==> config.mk <==
export PLATFORM = sky130hd
export DESIGN_NAME = conv_result_fmt
export DESIGN_NICKNAME = d
export VERILOG_FILES = /design/src/rtl/conv_fmt_pkg.sv /design/src/rtl/pair_assembler.sv /design/src/rtl/result_formatter.sv /design/src/rtl/result_buffer.sv /design/src/rtl/conv_result_fmt.sv
export SDC_FILE = /design/constraint.sdc
export NUM_CORES = 1
export LEC_CHECK = 0
export ABC_AREA = 0
export ABC_CLOCK_PERIOD_IN_PS = 2850
export BUFFER_PORTS_ARGS = -buffer_cell sky130_fd_sc_hd__buf_4
export CELL_PAD_IN_SITES_DETAIL_PLACEMENT = 2
export CELL_PAD_IN_SITES_GLOBAL_PLACEMENT = 2
export CORE_MARGIN = 3
export CORE_UTILIZATION = 41
export CTS_CLUSTER_SIZE = 8
export DETAILED_ROUTE_END_ITERATION = 10
export PLACE_DENSITY_LB_ADDON = 0.1
export SLEW_MARGIN = 5
export SYNTH_ARGS = -nofsm -noshare
export SYNTH_HDL_FRONTEND = slang
export SYNTH_HIERARCHICAL = 1
export SYNTH_SLANG_ARGS = --single-unit
==> constraint.sdc <==
create_clock -name clk -period 2.85 [get_ports clk]
set_clock_uncertainty 0.1 [all_clocks]
set_input_delay 0.285 -clock clk [delete_from_list [all_inputs] [get_ports clk]]
set_output_delay 0.285 -clock clk [all_outputs]
set_load 0.03 [all_outputs]
==> src/rtl/conv_fmt_pkg.sv <==
package conv_fmt_pkg;

   typedef enum logic [1:0] {
      RES_FULL = 2'b00,
      RES_LOW  = 2'b01,
      RES_MID  = 2'b10,
      RES_TEST = 2'b11
   } res_e;

   // number of digit pairs a result of this resolution carries
   function automatic int unsigned pair_count(input res_e r, input int unsigned bus_w,
                                               input int unsigned mid_w, input int unsigned low_w,
                                               input int unsigned pair_w);
      case (r)
         RES_LOW: return low_w / pair_w;
         RES_MID: return mid_w / pair_w;
         default: return bus_w / pair_w;
      endcase
   endfunction

endpackage

==> src/rtl/pair_assembler.sv <==
module pair_assembler
   import conv_fmt_pkg::*;
#(
   parameter int unsigned BUS_W  = 10,
   parameter int unsigned PAIR_W = 2,
   parameter int unsigned MID_W  = 8,
   parameter int unsigned LOW_W  = 4
) (
   input  logic              clk,
   input  logic              rst_n,
   input  logic              start_i,
   input  logic [PAIR_W-1:0] pair_i,
   input  res_e              res_i,
   input  logic              fmt_i,
   output logic              done_o,
   output logic [BUS_W-1:0]  acc_o,
   output res_e              res_o,
   output logic              fmt_o
);
   localparam int unsigned FULL_P = BUS_W / PAIR_W;
   localparam int unsigned CW     = $clog2(FULL_P + 1);

   logic [BUS_W-1:0] acc_q, acc_nx;
   logic [CW-1:0]    cnt_q, cnt_nx, need;
   logic             busy_q, done_q, take, fin;
   res_e             res_q, res_eff;
   logic             fmt_q;

   always_comb begin
      res_eff = start_i ? res_i : res_q;
      need    = CW'(pair_count(res_eff, BUS_W, MID_W, LOW_W, PAIR_W));
      cnt_nx  = start_i ? CW'(1) : cnt_q + CW'(1);
      acc_nx  = start_i ? {{(BUS_W-PAIR_W){1'b0}}, pair_i}
                        : {acc_q[BUS_W-PAIR_W-1:0], pair_i};
      take    = start_i | busy_q;
      fin     = take && (cnt_nx == need);
   end

   always_ff @(posedge clk or negedge rst_n) begin
      if (!rst_n) begin
         acc_q  <= '0;
         cnt_q  <= '0;
         busy_q <= 1'b0;
         done_q <= 1'b0;
         res_q  <= RES_FULL;
         fmt_q  <= 1'b1;
      end else begin
         done_q <= fin;
         if (take) begin
            acc_q  <= acc_nx;
            cnt_q  <= cnt_nx;
            busy_q <= !fin;
         end
         if (start_i) begin
            res_q <= res_i;
            fmt_q <= fmt_i;
         end
      end
   end

   assign done_o = done_q;
   assign acc_o  = acc_q;
   assign res_o  = res_q;
   assign fmt_o  = fmt_q;
endmodule

==> src/rtl/result_formatter.sv <==
module result_formatter
   import conv_fmt_pkg::*;
#(
   parameter int unsigned BUS_W  = 10,
   parameter int unsigned PAIR_W = 2,
   parameter int unsigned MID_W  = 8,
   parameter int unsigned LOW_W  = 4
) (
   input  logic [BUS_W-1:0] acc_i,
   input  res_e             res_i,
   input  logic             fmt_bin_i,
   output logic [BUS_W-1:0] word_o
);
   logic [BUS_W-1:0] just;

   always_comb begin
      case (res_i)
         RES_LOW: just = acc_i << (BUS_W - LOW_W);
         RES_MID: just = acc_i << (BUS_W - MID_W);
         default: just = acc_i;
      endcase
      word_o = just;
      if (!fmt_bin_i) word_o[BUS_W-1] = ~just[BUS_W-1];
   end
endmodule

==> src/rtl/result_buffer.sv <==
module result_buffer #(
   parameter int unsigned BUS_W = 10,
   parameter int unsigned DEPTH = 2
) (
   input  logic             clk,
   input  logic             rst_n,
   input  logic             dual_i,
   input  logic             push_i,
   input  logic [BUS_W-1:0] word_i,
   input  logic             pop_i,
   output logic [BUS_W-1:0] data_o,
   output logic [$clog2(DEPTH+1)-1:0] fill_o
);
   localparam int unsigned FW = $clog2(DEPTH + 1);

   logic [BUS_W-1:0] mem_q [DEPTH];
   logic [BUS_W-1:0] last_q;
   logic [FW-1:0]    fill_q, eff, wr_idx;
   logic             pop_ok, push_ok;

   always_comb begin
      pop_ok  = pop_i && (fill_q != '0);
      eff     = fill_q - FW'(pop_ok);
      wr_idx  = dual_i ? eff : '0;
      push_ok = push_i && (!dual_i || (eff < FW'(DEPTH)));
   end

   for (genvar i = 0; i < DEPTH; i++) begin : g_slot
      logic [BUS_W-1:0] shifted;
      if (i + 1 < DEPTH) begin : g_mid
         assign shifted = pop_ok ? mem_q[i+1] : mem_q[i];
      end else begin : g_end
         assign shifted = mem_q[i];
      end
      always_ff @(posedge clk or negedge rst_n) begin
         if (!rst_n)                            mem_q[i] <= '0;
         else if (push_ok && wr_idx == FW'(i))  mem_q[i] <= word_i;
         else                                   mem_q[i] <= shifted;
      end
   end

   always_ff @(posedge clk or negedge rst_n) begin
      if (!rst_n) begin
         fill_q <= '0;
         last_q <= '0;
      end else begin
         if (pop_ok) last_q <= mem_q[0];
         if (push_ok) fill_q <= dual_i ? eff + FW'(1) : FW'(1);
         else         fill_q <= eff;
      end
   end

   assign data_o = (fill_q != '0) ? mem_q[0] : last_q;
   assign fill_o = fill_q;
endmodule

==> src/rtl/conv_result_fmt.sv <==
module conv_result_fmt
   import conv_fmt_pkg::*;
#(
   parameter int unsigned BUS_W  = 10,
   parameter int unsigned PAIR_W = 2,
   parameter int unsigned MID_W  = 8,
   parameter int unsigned LOW_W  = 4,
   parameter int unsigned DEPTH  = 2
) (
   input  logic              clk,
   input  logic              rst_n,
   input  logic              pair_start_i,
   input  logic [PAIR_W-1:0] pair_i,
   input  logic [1:0]        res_sel_i,
   input  logic              fmt_bin_i,
   input  logic              dual_i,
   input  logic              cs_n_i,
   input  logic              rd_n_i,
   output logic              done_o,
   output logic [BUS_W-1:0]  data_o,
   output logic              oe_o
);
   localparam int unsigned FW = $clog2(DEPTH + 1);

   if (BUS_W % PAIR_W != 0 || MID_W % PAIR_W != 0 || LOW_W % PAIR_W != 0)
      begin : g_bad_width  $error("widths must be multiples of the pair width"); end
   if (DEPTH < 2 || LOW_W >= MID_W || MID_W >= BUS_W)
      begin : g_bad_cfg    $error("inconsistent depth or resolution set"); end

   logic [BUS_W-1:0] acc, word;
   res_e             res_q;
   logic             fmt_q, rd_q, rd_done;
   logic [FW-1:0]    fill;

   pair_assembler #(.BUS_W(BUS_W), .PAIR_W(PAIR_W), .MID_W(MID_W), .LOW_W(LOW_W)) u_asm (
      .clk(clk), .rst_n(rst_n), .start_i(pair_start_i), .pair_i(pair_i),
      .res_i(res_e'(res_sel_i)), .fmt_i(fmt_bin_i),
      .done_o(done_o), .acc_o(acc), .res_o(res_q), .fmt_o(fmt_q));

   result_formatter #(.BUS_W(BUS_W), .PAIR_W(PAIR_W), .MID_W(MID_W), .LOW_W(LOW_W)) u_fmt (
      .acc_i(acc), .res_i(res_q), .fmt_bin_i(fmt_q), .word_o(word));

   always_ff @(posedge clk or negedge rst_n) begin
      if (!rst_n) rd_q <= 1'b1;
      else        rd_q <= rd_n_i;
   end
   assign rd_done = !rd_q && rd_n_i && !cs_n_i;

   result_buffer #(.BUS_W(BUS_W), .DEPTH(DEPTH)) u_buf (
      .clk(clk), .rst_n(rst_n), .dual_i(dual_i), .push_i(done_o), .word_i(word),
      .pop_i(rd_done), .data_o(data_o), .fill_o(fill));

   assign oe_o = !cs_n_i && !rd_n_i;
endmodule

==> results list <==
* Cell type contributing the most total cell area after synthesis: sky130_fd_sc_hd__dfrtp_1
- Slew HR: around 57%
- Transition time at the pin with the least slew margin: approximately 0.65 ns
- Counting the fill cells in the layout gives 606.
* Share of the yosys chip area belonging to registers: 49.76%
- Dividing total power by cell area gives a power density of 974.6 nW/µm².
* Num Clock Sinks: 51
* Final critical path time including I/O delays and setup: 2.487 ns
- Crit end category: register
- In this run the count of I/O pins placed on the die edge is 23.
- The sequential cells in the finished layout cover a total of roughly 1300 µm².
* Most numerous cell in the Yosys netlist: sky130_fd_sc_hd__dfrtp_1
- In this run the most critical hold path is launched from pair_i[0].
* IR Drop Worst-Case VDD: between 0.3 and 0.4 mV
- The placed instances occupy a cell area of 2789 µm².
- Ordered cell list for the critical path: dlygate4sd3_1, buf_4, nor3b_2, o21ai_2, inv_1, ha_1, xnor2_2, and4b_4, mux2_2
* Total die area: a little over 7000 µm²
* Clk Latency, worst-skew pair: roughly 0.3 ns
- Die Height: 85.17 µm
* Effective utilization at floorplan: between 40% and 50%
* Synth area leaders: sky130_fd_sc_hd__dfrtp_1, sky130_fd_sc_hd__mux2_2, sky130_fd_sc_hd__mux2_4, sky130_fd_sc_hd__mux2i_1, sky130_fd_sc_hd__ha_1
* Area share of the largest cell type after synthesis: 47.71%
* Starting DRT DRC Count: 76
- After synthesis, the most frequently instantiated cells are sky130_fd_sc_hd__dfrtp_1, sky130_fd_sc_hd__mux2_2, sky130_fd_sc_hd__nor2_1.
* Hold/Removal Path Class: in -> reg
* Wire length of the first global-routing pass: 9.577 mm
- Count of max-cap constraint violations: 0
- The longest clock path from root to sink contains 2 buffers.
- For this run, asynchronously set or reset flops after synthesis account for 100.0%.
* Postcts setup bufs: 0
- For this design, the CTS-stage hold fixing added 2 buffers.
- Summed over all cells, the static leakage comes to 1.438 nW.
- Sum Neg Setup Slack: 0 ns
- CTS clk-pin slew, worst paths: 0.09 ns
- Among all stages on the critical path, the largest delay is contributed by sky130_fd_sc_hd__dlygate4sd3_1.
- The number of gates resized after CTS was 0.
- STA classifies the critical path startpoint as a primary input.
- Worst setup startpoint: rd_n_i
- Cells with a size suffix above 1 make up 42.99% of the layout.
- Dividing the final minimum period by the clock period gives slightly below 90%.
- Most frequently used flop master after synthesis: sky130_fd_sc_hd__dfrtp_1
- Count of pins over their slew limit: 0
- Global routing consumed, over all layers together, 16.68% of the routing resources.
* Number of global-route vias before repair: 1859
- Remaining antenna violation count: 0
* Number of DRC violations after detailed routing: 0
* Total area of multi-input combinational cells: approximately 1200 µm²
* Arrival time of data at the critical path endpoint: between 2 and 3 ns
* Synth unique cells: 35
- Req. time, crit path: 2.95 ns
* Final weighted congestion in routability-driven placement: 0.7802
* Cell class contributing the biggest share of worst-path delay: buffers and inverters
- TritonCTS built the clock tree.
- Number of warnings printed during yosys synthesis: 6
- In this run the core area contains 28 standard-cell rows.
- Entering global routing, the biggest net connects between 50 and 60 pins.
* Number of hold violations in the final report: 0
* Area growth syn-to-layout: 14.61%
- Unrepaired setup endpoints after global routing: no
* Synthesized netlist cell count: 195
- Number of register bits inferred by synthesis: 51
- Diode count: 0
- The final layout contains 237 nets.
- The number of nets handed over by synthesis was 212.
* Fmax: 0.4020 GHz
- Buffers inserted during clock tree synthesis total 5.
* Crit path buf inv count: 3
* Clock root buffer: sky130_fd_sc_hd__clkbuf_8
* Outcome: finished clean
* Post-route cell area: 2945 µm²
- Number of endpoints failing setup at the final stage: 0
- The core region is 5991 µm².
- The clock tree synthesis step divided the H-tree into 2 levels.
- The initial antenna violation count is 0.
- Average wire length per cell after detail routing: 18.44 µm
- A synthesized cell averages between 10 and 15 µm².
* Die extent in x: 85.17 µm
- Vias per inst: 5.372
- For this run the aggregate overflow at the end of global routing stands at 0.
- In this run the critical register-to-register path is launched from rd_q.
* Number of synthesized flops with an enable pin: 0
- HPWL after detailed placement: 3.896 mm
* CP max stage delay: around 0.54 ns
- The mapped netlist covers 2570 µm².
* Largest fanout of any net on the critical path: 11
- Count of buffers inserted at the top-level ports: 22
- Class of the most critical setup path: in -> reg
- Power after layout: 2.871 mW
- The routed design has 5.459 mm of wire.
- The detailed router placed 1590 vias in this run.
* First-pass detailed-route iteration total: 4
==> sequential cells by signal, indices dropped and copies added (netlist names) <==
name                  flops
u_asm/fmt_o               1
u_buf/fill_o              2
u_asm/acc_o              10
rd_q                      1
u_buf/last_q             10
u_asm/res_o               2
u_asm/cnt_q               3
u_buf/mem_q              10
u_buf/g_slot.shifted     10
u_asm/done_o              1
u_asm/busy_q              1
==> cells by family (layout without fill, tap and decap cells) <==
group	Yosys count	in the layout	synth area share, %
AOI/OAI and AO/OA	20	20	6.037
xor gates and xnor gates	8	8	3.019
adders and majority gates	6	6	2.921
buffers and inverters	13	39	2.726
DFF	51	51	49.76
muxes	64	64	28.87
and+or+nand+nor	33	33	6.670
==> final timing paths <==
kind | endpoint | slack [ns] | cells past startpoint
worst min-delay path | u_asm/acc_o[0] | 0.11 | 2
worst max-delay path | u_buf/g_slot[1].shifted[1] | 0.36 | 9
worst max register to register | u_buf/g_slot[1].shifted[1] | 0.59 | 7
worst min register to register | u_buf/last_q[0] | 0.41 | 1
max in group asynchronous | u_buf/mem_q[11] | 1.76 | 2
min in group asynchronous | u_buf/last_q[4] | 0.45 | 2
==> cells in the final DEF, fill, tap and decap left out, drive strengths merged <==
master       count
inv              6
mux2            54
nor4b            1
dlygate4sd3      2
nor3b            1
a22o             3
xor2             2
dfstp            2
and2             2
clkinvlp         1
clkbuf           5
mux2i           10
buf             23
nand2            8
a221oi           1
nor2            14
a21oi            2
nor2b            2
ha               6
o21ai            8
a2bb2oi          1
and4b            1
bufinv           2
dfrtp           49
nand2b           2
a22oi            4
a31oi            1
xnor2            6
nor3             1
or3              1
==> where the power goes <==
| part | internal [mW] | total (mW) | switching (mW) |
|---|---|---|---|
| Combinational | 0.565 | 1.09 | 0.528 |
| Clock | 0.350 | 0.598 | 0.247 |
| Sequential | 0.965 | 1.18 | 0.215 |
| Total | 1.88 | 2.87 | 0.990 |
==> per-stage QoR <==
step                      utilization (%)  worst slack (ns)  hold slack [ns]  cells
after global placement              46.55            0.6919           0.2451    286
after detailed placement            46.55            0.5895           0.2657    286
final                               49.16            0.3627           0.1087    296
after floorplan                         -            0.3675          -0.1106    195
after global routing                49.16            0.2883          0.09984    296
after CTS                           49.16            0.3597           0.1018    296
==> per-layer routing <==
layer,global-route usage [%],part of all wire (%),vias up
li1,-,-,740
met1,21.61,44,824
met2,28.46,52,20
met3,3.107,2.8,6
met4,4.748,1.2,0
met5,0,0,-
==> worst reg2reg max path, delay by kind of cell (launching register included) <==
| family | cells | cell delay (ns) |
|---|---|---|
| mux | 1 | 0.38 |
| compound gates | 1 | 0.06 |
| buf+inv | 1 | 0.06 |
| flops | 1 | 0.54 |
| xor+xnor | 1 | 0.31 |
| simple gates | 2 | 0.50 |
| fa+ha+maj | 1 | 0.21 |
==> final cells by class <==
cell class,count,share of cell area (%)
sequential,51,43.42
clock buffer,5,2.336
clock inverter,3,2.294
tap,75,3.186
timing repair buffer,25,6.542
inverter,6,0.7647
multi-input combinational,131,41.46
No activity file was read; power rests on OpenSTA's default activity.
